### config.mk
export PLATFORM = sky130hd
export DESIGN_NAME = la_capture
export DESIGN_NICKNAME = d
export VERILOG_FILES = /design/src/rtl/la_cap_pkg.sv /design/src/rtl/la_sample_ram.sv /design/src/rtl/la_hold_decode.sv /design/src/rtl/la_capture_fsm.sv /design/src/rtl/la_capture.sv
export SDC_FILE = /design/constraint.sdc
export NUM_CORES = 1
export LEC_CHECK = 0
export BUFFER_PORTS_ARGS = -buffer_cell sky130_fd_sc_hd__buf_2
export CELL_PAD_IN_SITES_DETAIL_PLACEMENT = 0
export CELL_PAD_IN_SITES_GLOBAL_PLACEMENT = 1
export CORE_MARGIN = 10
export CORE_UTILIZATION = 45
export CTS_CLUSTER_DIAMETER = 120
export DETAILED_ROUTE_END_ITERATION = 10
export HOLD_SLACK_MARGIN = 0.15
export PLACE_DENSITY_LB_ADDON = 0.12
export RECOVER_POWER = 100
export SLEW_MARGIN = 20
export SYNTH_ARGS = -nofsm -noshare
export SYNTH_HDL_FRONTEND = slang
export SYNTH_SLANG_ARGS = --single-unit
### constraint.sdc
create_clock -name clk -period 3 [get_ports clk]
set_input_delay 0.45 -clock clk [delete_from_list [all_inputs] [get_ports clk]]
set_output_delay 0.45 -clock clk [all_outputs]
set_load 0.03 [all_outputs]
### src/rtl/la_cap_pkg.sv
package la_cap_pkg;

  typedef enum logic [2:0] {
    ST_IDLE  = 3'd0,
    ST_ARMED = 3'd1,
    ST_WAIT  = 3'd2,
    ST_CAPT  = 3'd3,
    ST_DONE  = 3'd4
  } cap_state_t;

  typedef enum logic [1:0] {
    MODE_SINGLE = 2'b00,
    MODE_INCR   = 2'b01,
    MODE_IMMED  = 2'b10,
    MODE_SPARE  = 2'b11
  } cap_mode_t;

endpackage

### src/rtl/la_sample_ram.sv
module la_sample_ram #(
  parameter int DEPTH  = 64,
  parameter int DATA_W = 8,
  localparam int AW    = $clog2(DEPTH)
) (
  input  logic              clk,
  input  logic              we,
  input  logic [AW-1:0]     waddr,
  input  logic [DATA_W-1:0] wdata,
  input  logic [AW-1:0]     raddr,
  output logic [DATA_W-1:0] rdata
);

  logic [DATA_W-1:0] mem [DEPTH];

  // simple dual port, registered read
  always_ff @(posedge clk) begin
    if (we) begin
      mem[waddr] <= wdata;
    end
    rdata <= mem[raddr];
  end

endmodule

### src/rtl/la_hold_decode.sv
module la_hold_decode #(
  parameter int DEPTH  = 64,
  parameter int HOLD_W = 16,
  localparam int AW    = $clog2(DEPTH)
) (
  input  logic signed [HOLD_W-1:0] holdoff,
  output logic [AW-1:0]            pre_lim,
  output logic [HOLD_W-1:0]        pos_delay,
  output logic                     is_pos
);

  localparam logic [31:0] LIM_MAX = 32'(DEPTH - 1);

  logic signed [31:0] h_ext;
  logic [31:0]        mag;

  always_comb begin
    h_ext     = {{(32-HOLD_W){holdoff[HOLD_W-1]}}, holdoff};
    mag       = 32'(-h_ext);
    pre_lim   = '0;
    pos_delay = '0;
    is_pos    = 1'b0;
    if (h_ext < 0) begin
      if (mag > LIM_MAX) begin
        pre_lim = AW'(LIM_MAX);
      end else begin
        pre_lim = mag[AW-1:0];
      end
    end else if (h_ext > 0) begin
      is_pos    = 1'b1;
      pos_delay = holdoff;
    end
  end

endmodule

### src/rtl/la_capture_fsm.sv
module la_capture_fsm
  import la_cap_pkg::*;
#(
  parameter int DEPTH  = 64,
  parameter int HOLD_W = 16,
  localparam int AW    = $clog2(DEPTH)
) (
  input  logic              clk,
  input  logic              rst,
  input  logic              arm,
  input  logic              trig,
  input  logic [1:0]        mode,
  input  logic [AW-1:0]     pre_lim,
  input  logic [HOLD_W-1:0] pos_delay,
  input  logic              is_pos,
  output logic              we,
  output logic [AW-1:0]     waddr,
  output logic              done,
  output logic [AW-1:0]     trig_idx,
  output logic [AW-1:0]     oldest,
  output logic [AW-1:0]     pre_cnt
);

  localparam logic [AW:0] FULL = (AW+1)'(DEPTH);

  cap_state_t        state;
  cap_mode_t         mode_q;
  logic [AW-1:0]     wptr;
  logic [AW-1:0]     pre;
  logic [AW-1:0]     lim_q;
  logic [AW:0]       left;
  logic [HOLD_W-1:0] dly_q;
  logic [HOLD_W-1:0] hcnt;
  logic              pos_q;
  logic [AW:0]       post_left;

  assign post_left = FULL - (AW+1)'(1) - {1'b0, pre};

  always_comb begin
    unique case (state)
      ST_ARMED: we = !pos_q && (trig || (lim_q != '0));
      ST_CAPT:  we = (mode_q == MODE_INCR) ? trig : 1'b1;
      default:  we = 1'b0;
    endcase
  end

  assign waddr = wptr;
  assign done  = (state == ST_DONE);

  always_ff @(posedge clk) begin
    if (rst) begin
      state    <= ST_IDLE;
      mode_q   <= MODE_SINGLE;
      wptr     <= '0;
      pre      <= '0;
      lim_q    <= '0;
      left     <= '0;
      dly_q    <= '0;
      hcnt     <= '0;
      pos_q    <= 1'b0;
      trig_idx <= '0;
      oldest   <= '0;
      pre_cnt  <= '0;
    end else if (arm) begin
      mode_q   <= cap_mode_t'(mode);
      lim_q    <= pre_lim;
      dly_q    <= pos_delay;
      pos_q    <= is_pos;
      wptr     <= '0;
      pre      <= '0;
      hcnt     <= '0;
      left     <= FULL;
      trig_idx <= '0;
      oldest   <= '0;
      pre_cnt  <= '0;
      if (mode == MODE_IMMED || mode == MODE_INCR) begin
        state <= ST_CAPT;
      end else begin
        state <= ST_ARMED;
      end
    end else begin
      unique case (state)
        ST_ARMED: begin
          if (pos_q) begin
            if (trig) begin
              if (dly_q == HOLD_W'(1)) begin
                state <= ST_CAPT;
              end else begin
                hcnt  <= dly_q - HOLD_W'(2);
                state <= ST_WAIT;
              end
            end
          end else if (trig) begin
            trig_idx <= wptr;
            oldest   <= wptr - pre;
            pre_cnt  <= pre;
            wptr     <= wptr + AW'(1);
            left     <= post_left;
            state    <= (post_left == '0) ? ST_DONE : ST_CAPT;
          end else if (lim_q != '0) begin
            wptr <= wptr + AW'(1);
            if (pre < lim_q) begin
              pre <= pre + AW'(1);
            end
          end
        end
        ST_WAIT: begin
          if (hcnt == '0) begin
            state <= ST_CAPT;
          end else begin
            hcnt <= hcnt - HOLD_W'(1);
          end
        end
        ST_CAPT: begin
          if (we) begin
            wptr <= wptr + AW'(1);
            left <= left - (AW+1)'(1);
            if (left == (AW+1)'(1)) begin
              state <= ST_DONE;
            end
          end
        end
        default: begin
          state <= state;
        end
      endcase
    end
  end

endmodule

### src/rtl/la_capture.sv
module la_capture #(
  parameter int PROBE_W = 8,
  parameter int DEPTH   = 64,
  parameter int HOLD_W  = 16,
  localparam int AW     = $clog2(DEPTH)
) (
  input  logic                     clk,
  input  logic                     rst,
  input  logic                     arm,
  input  logic                     trig,
  input  logic [1:0]               mode,
  input  logic signed [HOLD_W-1:0] holdoff,
  input  logic [PROBE_W-1:0]       probes,
  input  logic [AW-1:0]            rd_addr,
  output logic [PROBE_W-1:0]       rd_data,
  output logic                     done,
  output logic [AW-1:0]            trig_index,
  output logic [AW-1:0]            oldest_addr,
  output logic [AW-1:0]            pre_count
);

  logic [AW-1:0]     pre_lim;
  logic [HOLD_W-1:0] pos_delay;
  logic              is_pos;
  logic              we;
  logic [AW-1:0]     waddr;

  la_hold_decode #(
    .DEPTH  (DEPTH),
    .HOLD_W (HOLD_W)
  ) u_dec (
    .holdoff   (holdoff),
    .pre_lim   (pre_lim),
    .pos_delay (pos_delay),
    .is_pos    (is_pos)
  );

  la_capture_fsm #(
    .DEPTH  (DEPTH),
    .HOLD_W (HOLD_W)
  ) u_fsm (
    .clk       (clk),
    .rst       (rst),
    .arm       (arm),
    .trig      (trig),
    .mode      (mode),
    .pre_lim   (pre_lim),
    .pos_delay (pos_delay),
    .is_pos    (is_pos),
    .we        (we),
    .waddr     (waddr),
    .done      (done),
    .trig_idx  (trig_index),
    .oldest    (oldest_addr),
    .pre_cnt   (pre_count)
  );

  la_sample_ram #(
    .DEPTH  (DEPTH),
    .DATA_W (PROBE_W)
  ) u_ram (
    .clk   (clk),
    .we    (we),
    .waddr (waddr),
    .wdata (probes),
    .raddr (rd_addr),
    .rdata (rd_data)
  );

endmodule

Word level (Yosys, flattened, before mapping):

Memories as Yosys holds them, arrays and structs flattened. A register that Yosys moved wholly into a read port is not among the register bits.
Index checks and enable logic that the tools add are counted.
W data, S select, Z words.

* bits in registers: 81
* RAM bits: 512
* bits of input ports: 36
* logic and storage cells: 104
* memories kept: 1

* add/subtract/negate cells: 8
* order comparisons: 4
* eq/ne operators: 21
* muxes and demuxes: 36
* bitwise operators: 2
* reduce and logical (&&, ||, !) cells: 19

Memory list
* u_ram.mem: words 64, width 8, rd ports 1, clocked after memory_dff 1, write ports 1, line la_sample_ram.sv:14 `logic [DATA_W-1:0] mem [DEPTH];`

Operator list (number)
* $mux W16: 6
* $mux W6: 6
* $gt A32 B6 Y1 const B: 1
* $neg A16 Y32: 1
* $pmux W16 S2: 1
* $mux W7: 4
* $mux W3: 8
* $eq A16 B1 Y1 const B: 1
* $gt A16 B1 Y1 const B: 1
* $logic_not A16 Y1: 1
* $lt A16 B1 Y1 const B: 1
* $sub A16 B1 Y16 const B: 1
* $sub A16 B2 Y16 const B: 1
* $reduce_and A5 Y1: 3
* $pmux W7 S2: 1
* $add A6 B1 Y6 const B: 2
* $ne A3 B2 Y1 const B: 4
* $pmux W6 S2: 1
* $reduce_and A4 Y1: 3
* $pmux W3 S3: 1
* $ne A2 B2 Y1 const B: 4
* $eq A7 B1 Y1 const B: 1
* $logic_not A7 Y1: 1
* $sub A6 B6 Y7 const A: 1
* 23 further kinds: 35

Longest topological paths before layout:

* depth after elaboration: 7
* mapped depth: 11
* gate-level depth less buffers: 10

Hierarchy:

A second synthesis with hierarchy kept.

* cells, all modules: 1558
* area total of the unflattened synthesis: 25134.1 um^2

Modules (own cells, without submodules)
* la_sample_ram: instances 1, cells each 940, area an instance 20166.8 um^2, seq. area each 15534.9 um^2
* la_capture_fsm: instances 1, cells each 531, area an instance 4325.4 um^2, seq. area each 1621.6 um^2
* la_hold_decode: instances 1, cells each 87, area an instance 641.9 um^2, seq. area each 0.0 um^2

Worst setup path after synthesis:

OpenSTA, ideal clock, no wires.

* kind: register to register
* start: reg u_fsm.state[2]
* end: mem u_ram.mem[11][0], enable pin
* setup time: 370 ps
* arrival: 2119 ps
* required time: 2630 ps
* setup slack: 511 ps
* stages on the path, launching flop included: 9
* buffers on the path: 2
* period minus slack after synthesis: 2489 ps
* path through: dfxtp_1 -> clkbuf_1 -> and3b_1 -> buf_2 -> o21a_1 -> o21bai_2 -> nor2b_1 -> nand3_1 -> nor2_1

* word-level cells in the longest chain between the ends: 4

Ends and longest elaborated chain
* start: declaration: line la_capture_fsm.sv:26 `cap_state_t state;`
* start signal: assignment: line la_capture_fsm.sv:99 `state <= (post_left == '0) ? ST_DONE : ST_CAPT;`
* start signal: assignment: line la_capture_fsm.sv:124 `state <= state;`
* $eq A3 B2 Y1 / $eq A3 B1 Y1 (equally long branches): line la_capture_fsm.sv:40 `unique case (state)`
* $pmux W1 S2 *: line la_capture_fsm.sv:40
* $mux W1 *: line la_sample_ram.sv:18 `if (we) begin`
* $mux W1 (not written as such) *: line la_sample_ram.sv:19 `mem[waddr] <= wdata;`
* end: declaration: line la_sample_ram.sv:14

Every way passes the cells marked *; elsewhere a longest branch is shown, timed or not.

Worst setup path in the final report:

* start: reg u_fsm.lim_q[0]
* end: mem u_ram.mem[34][1], enable pin

* word-level cells in the longest chain between the ends: 6

Ends and longest elaborated chain
* start: declaration: line la_capture_fsm.sv:30 `logic [AW-1:0] lim_q;`
* start signal: assignment: line la_capture_fsm.sv:66 `lim_q <= pre_lim;`
* $reduce_bool A6 Y1: line la_capture_fsm.sv:41 `ST_ARMED: we = !pos_q && (trig || (lim_q != '0));`
* $logic_or A1 B1 Y1: line la_capture_fsm.sv:41
* $logic_and A1 B1 Y1: line la_capture_fsm.sv:41
* $pmux W1 S2: line la_capture_fsm.sv:40
* $mux W1: line la_sample_ram.sv:18
* $mux W1 (not written as such): line la_sample_ram.sv:19

Every way passes these cells.

==> impl_metrics.toml <==
[yosys]
ys_top_cells_by_area = "sky130_fd_sc_hd__edfxtp_1 63%, sky130_fd_sc_hd__mux4_2 12%, sky130_fd_sc_hd__dfxtp_1 7.3%, sky130_fd_sc_hd__a22oi_1 2.0%, sky130_fd_sc_hd__nor2_1 1.8%"
synthDominantCellAreaShare = 0.634
mapped_nets = 1522
synthMostInstantiatedCell = "sky130_fd_sc_hd__edfxtp_1"
syn_inst = 1465
synth.ff_latch_count = 600
sequential_element_share_of_the_synthesized_area = 0.707
syn_avg_cell_area_um2 = 16.6
synth_warnings = 0
synth.lib_cells_used.distinct = 65
predominant_post_synthesis_flop_cell = "sky130_fd_sc_hd__edfxtp_1"
synth_edf_count = 512
syn_area_um2 = 24200
list_of_most_frequent_post_synthesis_cells = "512 x sky130_fd_sc_hd__edfxtp_1, 128 x sky130_fd_sc_hd__mux4_2, 119 x sky130_fd_sc_hd__nor2_1"
synth_top_cell_by_area = "sky130_fd_sc_hd__edfxtp_1"
ys_async_sr_fraction = 0

[clock_network]
tritoncts_num_sinks = 600
cts_resized = 0
clock_root_cell = "sky130_fd_sc_hd__clkbuf_16"
cts_clk_pin_slew_worst_paths_ns = 0.06
worst_skew_pair.late_latency_ns = 0.63
post_cts_repair_timing_setup_buffer_count = 0
clock_tree_buf_depth = 3
cts_max_level = 2
total_clock_buffers_created_by_cts = 61
cts_tree = "built"

[worst_setup_path]
crit_arrival_ns = 3.21
worst_setup_path_start_kind = "flip-flop"
reg2reg_start = "u_fsm.lim_q[0]$_SDFFE_PP0P_"
r2r.worst_path.cells = 8
endpoint_type_of_the_worst_setup_path = "flip-flop"
path_delay_family = "simple AND/OR/NAND/NOR gates"
worst-endpoint-required_ns = 3.36
max_stage_delay_ns = 0.55
cp_num_buf_inv = 2
path_class = "reg2reg"
path_depth = 8
crit_chain = "or4_1 > nor4_1 > o21bai_2 > nor2b_1 > nand2_1 > clkbuf_1 > nor2_1 > clkbuf_4"
timing.reg2reg.setup_slack_ns = 0.16
worstReg2RegEnd = "u_ram.mem[34][1]$_DFFE_PP_"
slowest_stage = "sky130_fd_sc_hd__or4_1"
critPathMaxFanout = 8

[die]
fp.dieW_um = 252
core_area_um2 = 53600
die_area_um2 = 63600
fp-row-count = 85
die_height_um = 252
floorplan.initialDensity = 0.452
pin_count = 63

[cells_and_area]
finish.instance_area_um2 = 27700
layout-drive-gt1-share = 0.188
antenna_cells_inserted = 0
fin_util = 0.517
num-nets-final = 1657
area_delta_synth_final_pct = 14.2

[worst_hold_path]
worst_hold_depth = 3
hold_path.class = "in2reg"
hold_start = "holdoff[2]"
hold_path_end = "u_fsm.dly_q[2]$_SDFFE_PP0P_"

[routing]
drt-wirelength-per-cell_um = 25.3
final_antenna_net_count = 0
detail_route.vias_per_cell = 5.79
drt_iter0_drc = 1077
totalWireLength_mm = 59.3
drtPass1Iterations = 5
drc = 0
detailroute.via_count = 13600

[sta]
max_slew.worst_pin.slew_ns = 1.84
fin_crit_sh = 0.948
setup_violations = 0
final.setup.tns_ns = 0
fin_ws_ns = 0.156
rsz0062_at_grt = "no"
finalCriticalPeriod_ns = 2.84
clock_skew_ns = 0.0194
timing.final.hold_violations = 0
slew_viol_final = 291
timing.max_slew.rel_slack = -0.229
maxClockFrequency_mhz = 352

[placed_design]
number_of_port_buffers = 62
globalplace.congestion = 0.849
dpl-instance-area_um2 = 25800
detailedPlace.worstSlack_ns = 0.197
place_hpwl_mm = 38.3

[global_route]
grt_antenna_before_repair = 0
number_of_global_route_vias_before_repair = 14000
first_pass_grt_wire_length_mm = 90.0
largest_net_degree_at_the_start_of_global_routing = 65
gr-usage-all-layers = 0.189
grt-ovfl-total = 0

[power]
switchingPower_mw = 3.89
clock_power_share = 0.421
ir_worst_vdd_mv = 0.536
power-per-cell-area_nw_per_um2 = 640
total_design_power_mw = 17.7
power.share.sequential = 0.516
share_comb_of_total_power = 0.063
internal_power_mw = 13.8
net_switching_fraction_of_the_power = 0.220
p_leak_nw = 8.81

[status]
outcome = "finished, violations left"
failed_checks = "capacitance limit, slew limit"

[job]
cap_viol_max_count = 6
[worst max-delay path by stage]
stage                                      startpoint                          to  slack, ns
after CTS                 u_fsm.state[0]$_SDFFE_PP0P_  u_ram.mem[49][1]$_DFFE_PP_       0.21
final                     u_fsm.lim_q[0]$_SDFFE_PP0P_  u_ram.mem[34][1]$_DFFE_PP_       0.16
after floorplan           u_fsm.state[2]$_SDFFE_PP0P_  u_ram.mem[11][0]$_DFFE_PP_       0.51
after global placement                           trig  u_ram.mem[49][3]$_DFFE_PP_       0.24
after detailed placement                         trig  u_ram.mem[49][2]$_DFFE_PP_       0.20
after global routing      u_fsm.state[0]$_SDFFE_PP0P_  u_ram.mem[18][3]$_DFFE_PP_       0.02
[power by group through the flow]
stage | combinational [mW] | clock (mW) | sequential, mW
5_1_grt | 1.21 | 7.98 | 9.15
2_1_floorplan | 0.628 | 0 | 9.34
3_3_place_gp | 1.12 | 0 | 9.31
6_report | 1.11 | 7.45 | 9.15
4_1_cts | 1.15 | 7.60 | 9.14
3_5_place_dp | 1.13 | 0 | 9.32
[worst register-to-register path: stages (launching register included)]
cell and delay (ns):
sky130_fd_sc_hd__dfxtp_1 0.32, sky130_fd_sc_hd__or4_1 0.55, sky130_fd_sc_hd__nor4_1 0.33, sky130_fd_sc_hd__o21bai_2 0.19, sky130_fd_sc_hd__nor2b_1 0.20, sky130_fd_sc_hd__nand2_1 0.38, sky130_fd_sc_hd__clkbuf_1 0.30, sky130_fd_sc_hd__nor2_1 0.11
sky130_fd_sc_hd__clkbuf_4 0.20
[timing repair]
action,4_1_cts,5_1_grt
endpoints found under the hold margin,20,0
hold buffers,17,0
setup endpoints to repair,0,0
[registers in the layout, summed over array words and instances, names as in the netlist]
signal / cells
u_ram.mem: 512
u_fsm.oldest: 6
u_fsm.trig_idx: 6
u_fsm.left: 7
u_fsm.hcnt: 16
u_fsm.waddr: 6
u_fsm.pos_q: 1
u_fsm.state: 3
u_fsm.lim_q: 6
u_fsm.mode_q: 2
u_fsm.pre_cnt: 6
u_ram.rdata: 8
u_fsm.pre: 6
u_fsm.dly_q: 15
[cells in the final DEF (no fill, tap or decap), drive strengths merged, types with 6 or more instances in the layout]
cell type    count
edfxtp         512
clkbuf         153
mux4           128
nor2           119
dfxtp           88
a22oi           64
nand2           64
buf             61
a21oi           60
nand3           50
inv             33
o21ai           23
clkinv          21
ha              20
xnor2           18
nor3            18
dlygate4sd3     17
nor4            17
nor2b           13
a22o            12
o22ai           11
xor2            11
nand4           10
o211ai           9
and2             9
and4             8
or4              8
nand2b           6
o31ai            6
mux2i            6
bufinv           6
[logic make-up (layout without fill, tap and decap cells)]
logic type / Yosys count / count (layout) / synth area share
adder cells (fa/ha/maj): 21 / 21 / 0.0111
multiplexers: 135 / 135 / 0.122
AND/OR/NAND/NOR: 348 / 348 / 0.0708
buffers and inverters: 115 / 297 / 0.0190
AO/OA/AOI/OAI: 217 / 217 / 0.0599
XOR/XNOR: 29 / 29 / 0.0105
flip-flops: 600 / 600 / 0.707
[cell type report]
| class | count | area [um^2] |
|---|---|---|
| fill | 4493 | 25900 |
| sequential | 600 | 17100 |
| multi-input combinational | 750 | 6640 |
| clock buffer | 75 | 1610 |
| timing repair buffer | 158 | 983 |
| tap | 696 | 871 |
| clock inverter | 35 | 338 |
| inverter | 29 | 109 |
[metrics by stage]
| step | hold WS [ns] | cells |
|---|---|---|
| 2_1_floorplan | 0.443 | 1465 |
| 5_1_grt | 0.188 | 2343 |
| 6_report | 0.217 | 2343 |
| 4_1_cts | 0.158 | 2343 |
| 3_5_place_dp | 0.446 | 2216 |
| 3_3_place_gp | 0.444 | 2216 |
[layer usage]
metal | GRT usage | part of all wire
met4 | 0.0454 | 0.019
met2 | 0.296 | 0.47
met3 | 0.0369 | 0.061
met5 | 0 | 0
met1 | 0.267 | 0.45
(Power assumes the default switching activity.)
